==> config.mk <==
export PLATFORM = sky130hd
export DESIGN_NAME = acsa_adder
export DESIGN_NICKNAME = d
export VERILOG_FILES = /design/src/rtl/acsa_pkg.sv /design/src/rtl/acsa_bitcell.sv /design/src/rtl/acsa_slice.sv /design/src/rtl/acsa_joint.sv /design/src/rtl/acsa_adder.sv
export SDC_FILE = /design/constraint.sdc
export NUM_CORES = 1
export LEC_CHECK = 0
export BUFFER_PORTS_ARGS = -buffer_cell sky130_fd_sc_hd__buf_2
export CELL_PAD_IN_SITES_DETAIL_PLACEMENT = 0
export CELL_PAD_IN_SITES_GLOBAL_PLACEMENT = 2
export CORE_MARGIN = 5
export CORE_UTILIZATION = 21
export DETAILED_ROUTE_END_ITERATION = 6
export PLACE_DENSITY = 0.89
export SLEW_MARGIN = 30
export SYNTH_ARGS = -nofsm -noshare
export SYNTH_HDL_FRONTEND = slang
export SYNTH_SLANG_ARGS = --single-unit
==> constraint.sdc <==
create_clock -name vclk -period 33.8
set_input_delay 1.69 -clock vclk [all_inputs]
set_output_delay 1.69 -clock vclk [all_outputs]
set_load 0.005 [all_outputs]
==> src/rtl/acsa_pkg.sv <==
package acsa_pkg;

  typedef enum logic {
    JOINT_PREDICT = 1'b0,
    JOINT_EXACT   = 1'b1
  } joint_sel_e;

endpackage

==> src/rtl/acsa_bitcell.sv <==
module acsa_bitcell (
  input  logic a_i,
  input  logic b_i,
  input  logic c_i,
  output logic gen_o,
  output logic prop_o,
  output logic sum_o
);

  always_comb begin
    gen_o  = a_i & b_i;
    prop_o = a_i ^ b_i;
    sum_o  = prop_o ^ c_i;
  end

endmodule

==> src/rtl/acsa_slice.sv <==
module acsa_slice #(
  parameter int L = 8
) (
  input  logic [L-1:0] a_i,
  input  logic [L-1:0] b_i,
  input  logic         cin_i,
  output logic [L-1:0] sum_o,
  output logic         cout_o,
  output logic         cpred_o
);

  logic [L:0]   carry;
  logic [L-1:0] gen;
  logic [L-1:0] prop;

  assign carry[0] = cin_i;

  for (genvar i = 0; i < L; i++) begin : g_bit
    acsa_bitcell u_cell (
      .a_i    (a_i[i]),
      .b_i    (b_i[i]),
      .c_i    (carry[i]),
      .gen_o  (gen[i]),
      .prop_o (prop[i]),
      .sum_o  (sum_o[i])
    );
    assign carry[i+1] = gen[i] | (prop[i] & carry[i]);
  end

  assign cout_o  = carry[L];
  // Prediction reuses the generate term of the slice's top bit cell.
  assign cpred_o = gen[L-1];

  always_comb begin
    AST_SLICE_SUM: assert ({cout_o, sum_o} ==
      ({1'b0, a_i} + {1'b0, b_i} + {{L{1'b0}}, cin_i}));
  end

endmodule

==> src/rtl/acsa_joint.sv <==
module acsa_joint
  import acsa_pkg::*;
(
  input  joint_sel_e sel_i,
  input  logic       exact_i,
  input  logic       pred_i,
  output logic       carry_o
);

  always_comb begin
    carry_o = (sel_i == JOINT_EXACT) ? exact_i : pred_i;
  end

endmodule

==> src/rtl/acsa_adder.sv <==
module acsa_adder
  import acsa_pkg::*;
#(
  parameter int N = 32,
  parameter int L = 8
) (
  input  logic [N-1:0]   a_i,
  input  logic [N-1:0]   b_i,
  input  logic           cin_i,
  input  logic [N/L-2:0] acc_mode_i,
  output logic [N-1:0]   sum_o,
  output logic           cout_o
);

  localparam int K = N / L;

  logic [K-1:0] slice_cin;
  logic [K-1:0] slice_cout;
  logic [K-1:0] slice_pred;

  assign slice_cin[0] = cin_i;

  for (genvar k = 0; k < K; k++) begin : g_slice
    acsa_slice #(.L(L)) u_slice (
      .a_i     (a_i[k*L +: L]),
      .b_i     (b_i[k*L +: L]),
      .cin_i   (slice_cin[k]),
      .sum_o   (sum_o[k*L +: L]),
      .cout_o  (slice_cout[k]),
      .cpred_o (slice_pred[k])
    );
  end

  for (genvar j = 0; j < K-1; j++) begin : g_joint
    acsa_joint u_joint (
      .sel_i   (joint_sel_e'(acc_mode_i[j])),
      .exact_i (slice_cout[j]),
      .pred_i  (slice_pred[j]),
      .carry_o (slice_cin[j+1])
    );

    always_comb begin
      if (a_i[j*L+L-1] == b_i[j*L+L-1]) begin
        AST_PRED_AGREES: assert (slice_pred[j] == slice_cout[j]);
      end
      if (!acc_mode_i[j] && (a_i[j*L+L-1] != b_i[j*L+L-1])) begin
        AST_PRED_BLOCKS: assert (slice_cin[j+1] == 1'b0);
      end
    end
  end

  assign cout_o = slice_cout[K-1];

  always_comb begin
    if (&acc_mode_i) begin
      AST_EXACT_SUM: assert ({cout_o, sum_o} ==
        ({1'b0, a_i} + {1'b0, b_i} + {{N{1'b0}}, cin_i}));
    end
  end

endmodule

==> results of run 1 <==
[path summary, 6_finish.rpt]
| kind | to | slack [ns] | cells after the start |
|---|---|---|---|
| setup / recovery | sum_o[31] | 16.93 | 41 |
| hold / removal | sum_o[8] | 3.71 | 3 |
[area by class of cell]
type               count  area [um2]  share of cell area, %
multi-input cells     38         723                   54.2
repair buffers       101         505                   37.9
well taps             54        67.6                   5.07
inverters             10        37.5                   2.81
[Yosys cell counts]
cell	n	area, um2
ha_1	3	37.5
inv_1	10	37.5
buf_4	32	240
fa_1	32	641
mux2_4	3	45.0
[cells by family (layout without fill, tap and decap cells)]
logic type  after synthesis  count (layout)
fa+ha+maj                35              35
buf+inv                  42             111
mux                       3               3
[through the flow]
step | hold slack [ns] | cells | util (%) | power (uW) | setup slack, ns
5_1_grt | 3.73 | 203 | 28.6 | 26.8 | 16.46
3_5_place_dp | 3.72 | 203 | 28.6 | 23.7 | 16.86
2_1_floorplan | 3.61 | 80 | - | 19.4 | 17.50
6_report | 3.71 | 203 | 28.6 | 22.9 | 16.93
4_1_cts | 3.72 | 203 | 28.6 | 23.9 | 16.83
3_3_place_gp | 3.71 | 203 | 28.6 | 23.2 | 16.94
[critical path: cells and delay by family]
family                   cells  cell delay (ns)
adder cells (fa/ha/maj)     32            12.22
buffers and inverters        6             0.44
multiplexers                 3             0.81
[power groups by stage]
stage	sequential [uW]	combinational, uW	clock (uW)
after floorplan	0	19.4	0
after global placement	0	23.2	0
after detailed placement	0	23.7	0
after CTS	0	23.9	0
after global routing	0	26.8	0
final	0	22.9	0
[layer usage]
metal	wire [um]	vias up
met5	0	-
li1	-	339
met3	585	0
met4	0	0
met1	799	347
met2	1050	90
==> flow_summary.json, run 1 <==
{
  "status": "finished, final reports clean",
  "routed_via_density": 3.82,
  "comb_power_share_pct": 100.0,
  "mostFrequentLayoutCells": "101 x buf_2, 32 x fa_1, 10 x inv_1, 3 x mux2_4, 3 x ha_1",
  "rows": 25,
  "grt_pass1_wl_um": 3910,
  "hold_class": "primary input to primary output",
  "grt_busiest_layer": "met2",
  "sw_frac_of_total_pct": 46.1,
  "num_vias": 776,
  "yosys.area_share.xor_xnor_pct": 0,
  "fmax_mhz": 59.3,
  "yosysUniqueCellTypes": 5,
  "maxCapViolations": 0,
  "die_x_um": 79.0,
  "clkbuf_count": 0,
  "finalHoldViolations": 0,
  "dieArea_um2": 6250,
  "synth_warnings": 0,
  "synth_fa_ha_area_share_pct": 67.8,
  "ys_seq_area_share_pct": 0,
  "design_area_um2": 1330,
  "fin_crit_sh_pct": 49.9,
  "cts_hold_repair.buffers": 0,
  "drt-pass1-iter-count": 4,
  "core_area_um2": 4660,
  "wl_per_cell_um": 12.0,
  "grt_antenna_before_repair": 0,
  "pwr-share-clk_pct": 0,
  "crit_type": "primary input to primary output",
  "required_ns": 32.11,
  "drt_wl_total_um": 2440,
  "grt_use_met1_pct": 7.70,
  "grtUsageTotal_pct": 7.64,
  "synthCells": 80,
  "grt_pass1_vias": 930,
  "seqPwrFrac_pct": 0,
  "path_max_fanout": 1,
  "syn_area_um2": 1000,
  "p_int_uw": 12.3,
  "synth_compound_area_share_pct": 0,
  "grtUsageMet3_pct": 4.99,
  "crit_top_cell": "fa_1",
  "drive_gt1_share_pct": 69.8,
  "syn_nets": 183,
  "synth_top_family_by_area": "adder cells",
  "synth-simple-area-share_pct": 0,
  "critPathCaptureType": "primary output",
  "seq_area_um2": 0,
  "grt-ovfl-total": 0,
  "muxShareOfSynthArea_pct": 4.50,
  "grt_max_degree": 3,
  "port_buffers": 101,
  "arrival_ns": 15.18,
  "switching_power_uw": 10.6,
  "fillers": 501,
  "seq_cells": 0,
  "place.gp.congestion": 0.707,
  "grt_use_met2_pct": 14.0,
  "top_level_ports": 101,
  "hold_start": "b_i[8]",
  "layout_commonest_cell": "buf_2",
  "finalNetCount": 254,
  "setup_viol": 0,
  "die_h_um": 79.0,
  "tightest_slew_ns": 0.0959,
  "avgSynthCellArea_um2": 12.5,
  "cts-resized-gates": 0,
  "dp_hpwl_um": 2490,
  "dpl_cell_area_um2": 1330,
  "worstSetupStartpointType": "primary input",
  "drc": 0,
  "powerDensity_nw_per_um2": 17.2,
  "rsz0062_at_grt": "false",
  "cts_setup_buffers": 0,
  "min_period_ns": 16.87,
  "start_util_pct": 21.5,
  "syn2layout_area_growth_pct": 33.3,
  "tns_ns": 0,
  "relSlewSlack_pct": 93.6,
  "final_antenna_net_count": 0,
  "peakVddDrop_uv": 5.70,
  "crit_start": "a_i[0]",
  "drt_iter0_markers": 3,
  "worst_path_largest_cell_delay_ns": 0.41,
  "p_leak_uw": 0.000734,
  "critPathSlowestCell": "fa_1",
  "drv_slew": 0,
  "diodes": 0
}
Power figures use the tool's default switching activity.
==> run 2: changes to the inputs <==
--- a/config.mk
+++ b/config.mk
@@ -5,13 +5,14 @@
 export SDC_FILE = /design/constraint.sdc
 export NUM_CORES = 1
 export LEC_CHECK = 0
+export ABC_AREA = 1
 export BUFFER_PORTS_ARGS = -buffer_cell sky130_fd_sc_hd__buf_2
 export CELL_PAD_IN_SITES_DETAIL_PLACEMENT = 0
 export CELL_PAD_IN_SITES_GLOBAL_PLACEMENT = 2
 export CORE_MARGIN = 5
-export CORE_UTILIZATION = 21
+export CORE_UTILIZATION = 19
 export DETAILED_ROUTE_END_ITERATION = 6
-export PLACE_DENSITY = 0.89
+export PLACE_DENSITY = 0.83
 export SLEW_MARGIN = 30
 export SYNTH_ARGS = -nofsm -noshare
 export SYNTH_HDL_FRONTEND = slang
==> constraint.sdc (replaced) <==
create_clock -name vclk -period 17.58
set_input_delay 0.879 -clock vclk [all_inputs]
set_output_delay 0.879 -clock vclk [all_outputs]
set_load 0.005 [all_outputs]
==> flow_summary.json, run 2 <==
{
  "status": "finished, final reports clean",
  "grt_use_met2_pct": 12.7,
  "grt_pass1_wl_um": 3900,
  "num_vias": 790,
  "yosysUniqueCellTypes": 5,
  "crit_top_cell": "fa_1",
  "muxShareOfSynthArea_pct": 0,
  "worst_path_largest_cell_delay_ns": 0.41,
  "multi_input_area_um2": 712,
  "clkbuf_count": 0,
  "grtUsageMet3_pct": 3.80,
  "synthCells": 89,
  "final_antenna_net_count": 0,
  "peakVddDrop_uv": 15.1,
  "core_area_um2": 5110,
  "grt_antenna_before_repair": 0,
  "setup_viol": 0,
  "p_leak_uw": 0.000752,
  "ys_seq_area_share_pct": 0,
  "seq_area_um2": 0,
  "grtUsageTotal_pct": 7.06,
  "pre_cts_ws_ns": 2.67,
  "tightest_slew_ns": 0.0975,
  "p_int_uw": 23.3,
  "mostFrequentLayoutCells": "101 x buf_2, 32 x fa_1, 13 x inv_1, 9 x nand2_1, 3 x ha_1",
  "drive_gt1_share_pct": 63.9,
  "fillers": 566,
  "relSlewSlack_pct": 93.5,
  "grt_use_met1_pct": 7.79,
  "avgSynthCellArea_um2": 11.2,
  "start_util_pct": 19.6,
  "cts_hold_repair.buffers": 0,
  "port_buffers": 101,
  "cts-resized-gates": 0,
  "drv_slew": 0,
  "synth-simple-area-share_pct": 3.38,
  "hold_class": "primary input to primary output",
  "seqPwrFrac_pct": 0,
  "yosysTopAreaCellShare_pct": 64.0,
  "critPathSlowestCell": "fa_1",
  "drt_iter0_markers": 2,
  "synth_fa_ha_area_share_pct": 67.8,
  "syn_nets": 192,
  "maxCapViolations": 0,
  "diodes": 0,
  "grt_pass1_vias": 986,
  "grt-ovfl-total": 0,
  "rows": 26,
  "drt_wl_total_um": 2440,
  "comb_power_share_pct": 100.0,
  "pwr-share-clk_pct": 0,
  "top_level_ports": 101,
  "crit_type": "primary input to primary output",
  "powerDensity_nw_per_um2": 32.5,
  "drc": 0,
  "worstSetupStartpointType": "primary input",
  "grt_busiest_layer": "met2",
  "fmax_mhz": 67.5,
  "arrival_ns": 13.94,
  "syn_area_um2": 1000,
  "finalNetCount": 263,
  "synth_top_family_by_area": "adder cells",
  "die_h_um": 82.6,
  "dieArea_um2": 6820,
  "critPathCaptureType": "primary output",
  "syn2layout_area_growth_pct": 35.3,
  "synth_warnings": 0,
  "required_ns": 16.70,
  "sw_frac_of_total_pct": 46.9,
  "layout_setup_ws_ns": 2.76,
  "routed_via_density": 3.46,
  "finalHoldViolations": 0,
  "switching_power_uw": 20.6,
  "seq_cells": 0,
  "cts_setup_buffers": 0,
  "yosys.area_share.xor_xnor_pct": 0,
  "dp_hpwl_um": 2470,
  "yosys.area.top_type": "fa_1",
  "die_x_um": 82.6,
  "synth_compound_area_share_pct": 0,
  "synth_common_cells": "32 x buf_4, 32 x fa_1, 13 x inv_1",
  "rsz0062_at_grt": "false",
  "min_period_ns": 14.82,
  "drt-pass1-iter-count": 2,
  "fin_crit_sh_pct": 84.3,
  "synthTopCellsByArea": "fa_1 64%, buf_4 24%, inv_1 4.9%",
  "place.gp.congestion": 0.738,
  "path_max_fanout": 1,
  "layout_commonest_cell": "buf_2",
  "grt_max_degree": 3,
  "wl_per_cell_um": 10.7,
  "tns_ns": 0
}
[run 2: cell types whose count changed in the layout (fill, tap and decap cells not counted), sizes merged]
cell and change:
mux2 -3, nand2 +9, inv +3
[run 2: final cells by class]
cell class / instances / share of cell area [%]
inverter: 13 / 3.60
multi-input combinational: 44 / 52.6
tap: 70 / 6.47
timing repair buffer: 101 / 37.3
[run 2: path summary, 6_finish.rpt]
path              cells after the start  slack (ns)         to  startpoint
setup / recovery                     44        2.76  sum_o[31]      a_i[0]
hold / removal                        3        2.09   sum_o[5]      b_i[5]
[run 2: cell families (layout without fill, tap and decap cells)]
group                    Yosys count  after routing
buffers and inverters             45            114
adder cells (fa/ha/maj)           35             35
AND/OR/NAND/NOR                    9              9
[run 2: power groups by stage]
stage | sequential (uW) | combinational, uW | clock [uW]
6_report | 0 | 44.0 | 0
5_1_grt | 0 | 51.9 | 0
4_1_cts | 0 | 45.7 | 0
3_5_place_dp | 0 | 45.3 | 0
3_3_place_gp | 0 | 44.5 | 0
2_1_floorplan | 0 | 36.5 | 0
[run 2: worst max-delay path, delay by kind of cell]
family        cells  cell delay, ns
buf+inv           6            0.45
fa+ha+maj        32           12.20
simple gates      6            0.39
[run 2: per-stage QoR]
step | cell area, um2 | power [uW] | std cells | utilization (%) | hold slack (ns)
2_1_floorplan | 1000 | 36.5 | 89 | - | 1.99
5_1_grt | 1350 | 51.9 | 228 | 26.5 | 2.12
3_3_place_gp | 1350 | 44.5 | 228 | 26.5 | 2.09
3_5_place_dp | 1350 | 45.3 | 228 | 26.5 | 2.09
6_report | 1350 | 44.0 | 228 | 26.5 | 2.09
4_1_cts | 1350 | 45.7 | 228 | 26.5 | 2.09
[run 2: metal layers]
metal  share of wire, %  routed length (um)  vias to the layer above
met5                  0                   0                        -
met4                  0                   0                        0
met3                 24                 584                        0
met2                 42                1030                       85
met1                 34                 818                      345
li1                   -                   -                      360
==> run 3: changes to the inputs <==
--- a/config.mk
+++ b/config.mk
@@ -5,14 +5,14 @@
 export SDC_FILE = /design/constraint.sdc
 export NUM_CORES = 1
 export LEC_CHECK = 0
-export ABC_AREA = 1
+export ABC_AREA = 0
 export BUFFER_PORTS_ARGS = -buffer_cell sky130_fd_sc_hd__buf_2
 export CELL_PAD_IN_SITES_DETAIL_PLACEMENT = 0
 export CELL_PAD_IN_SITES_GLOBAL_PLACEMENT = 2
 export CORE_MARGIN = 5
-export CORE_UTILIZATION = 19
+export CORE_UTILIZATION = 18
 export DETAILED_ROUTE_END_ITERATION = 6
-export PLACE_DENSITY = 0.83
+export PLACE_DENSITY = 0.81
 export SLEW_MARGIN = 30
 export SYNTH_ARGS = -nofsm -noshare
 export SYNTH_HDL_FRONTEND = slang
==> constraint.sdc (replaced) <==
create_clock -name vclk -period 12.6
set_input_delay 0.63 -clock vclk [all_inputs]
set_output_delay 0.63 -clock vclk [all_outputs]
set_load 0.005 [all_outputs]
==> flow_summary.json, run 3 (synthesis gave the netlist of run 1 again) <==
{
  "grt_pass1_vias": 905,
  "drt_wl_total_um": 2520,
  "layout_commonest_cell": "buf_2",
  "drt-pass1-iter-count": 2,
  "dpl_cell_area_um2": 1450,
  "cts_setup_buffers": 0,
  "critPathCaptureType": "primary output",
  "drt_iter0_markers": 3,
  "die_x_um": 84.6,
  "wl_met2_um": 1070,
  "violations": "negative setup slack",
  "path_buf_inv": 6,
  "grtUsageTotal_pct": 6.77,
  "finalNetCount": 254,
  "tightest_slew_ns": 0.0807,
  "grt_antenna_before_repair": 0,
  "met1_length_um": 890,
  "seq_cells": 0,
  "rsz0062_at_grt": "true",
  "hold_class": "primary input to primary output",
  "p_leak_uw": 0.000713,
  "drc": 0,
  "setup_viol": 4,
  "mostFrequentLayoutCells": "98 x buf_2, 32 x fa_2, 5 x inv_1",
  "maxCapViolations": 0,
  "start_util_pct": 18.4,
  "critPathSlowestCell": "fa_2",
  "wl_met3_um": 564,
  "fin_crit_sh_pct": 106,
  "status": "finished with violations",
  "drv_slew": 0,
  "wl_per_cell_um": 11.4,
  "seq_area_um2": 0,
  "routed_via_density": 3.43,
  "drive_gt1_share_pct": 94.6,
  "grt_pass1_wl_um": 4070,
  "crit_start": "a_i[0]",
  "path_delay_family": "adder cells",
  "place.gp.congestion": 0.820,
  "worst_path_largest_cell_delay_ns": 0.41,
  "hold_start": "b_i[12]",
  "relSlewSlack_pct": 94.6,
  "design_area_um2": 1480,
  "num_vias": 758,
  "diodes": 0,
  "fmax_mhz": 74.6,
  "timing.hold.ws_ns": 1.64,
  "die_h_um": 84.6,
  "crit_type": "primary input to primary output",
  "syn2layout_area_growth_pct": 47.5,
  "highest_layer": "met3",
  "clkbuf_count": 0,
  "worstSetupStartpointType": "primary input",
  "peakVddDrop_uv": 14.7,
  "path_max_fanout": 1,
  "dieArea_um2": 7150,
  "core_area_um2": 5440,
  "fillers": 579,
  "crit_top_cell": "fa_2",
  "required_ns": 11.97,
  "finalHoldViolations": 0,
  "place_inst": 221,
  "top_level_ports": 101,
  "powerDensity_nw_per_um2": 46.1,
  "dp_hpwl_um": 2580,
  "layout_setup_ws_ns": -0.803,
  "grt_max_degree": 3,
  "min_period_ns": 13.40,
  "grt-ovfl-total": 0,
  "final_antenna_net_count": 0,
  "cts_hold_repair.buffers": 0,
  "final_cells": 221,
  "port_buffers": 101,
  "arrival_ns": 12.77,
  "rows": 27
}
[run 3: layout make-up]
cell class / count / area, um2 / share of cell area, %
multi-input cells: 38 / 803 / 54.4
well taps: 72 / 90.1 / 6.10
repair buffers: 101 / 528 / 35.8
inverters: 10 / 55.1 / 3.73
[run 3: final timing paths]
kind / to / slack, ns / cells after the start
setup / recovery: sum_o[31] / -0.80 / 41
hold / removal: sum_o[12] / 1.64 / 3
[run 3: where the power goes]
group / switching, uW / leakage [uW] / internal [uW]
registers: 0 / 0 / 0
clock network: 0 / 0 / 0
logic: 30.9 / 0.000713 / 37.2
total: 30.9 / 0.000713 / 37.2
[run 3: what timing repair did]
item                                    4_1_cts  5_1_grt
hold endpoints to repair                      0        0
resized for setup                             6        1
pin swaps                                     0        0
endpoints found under the setup margin        4        5
[run 3: stage by stage]
step	TNS, ns	power [uW]	worst slack [ns]	utilization (%)
2_1_floorplan	-0.558	55.4	-0.408	-
3_3_place_gp	-2.12	66.7	-0.841	26.7
3_5_place_dp	-2.42	68.4	-0.916	26.7
4_1_cts	-2.24	69.7	-0.879	27.0
5_1_grt	-3.03	78.7	-1.08	27.1
6_report	-1.93	68.1	-0.803	27.1
[run 3: metal layers]
layer	up-vias	GRT usage (%)
li1	339	-
met1	336	8.00
met2	83	11.3
met3	0	4.02
met4	0	0
met5	-	0
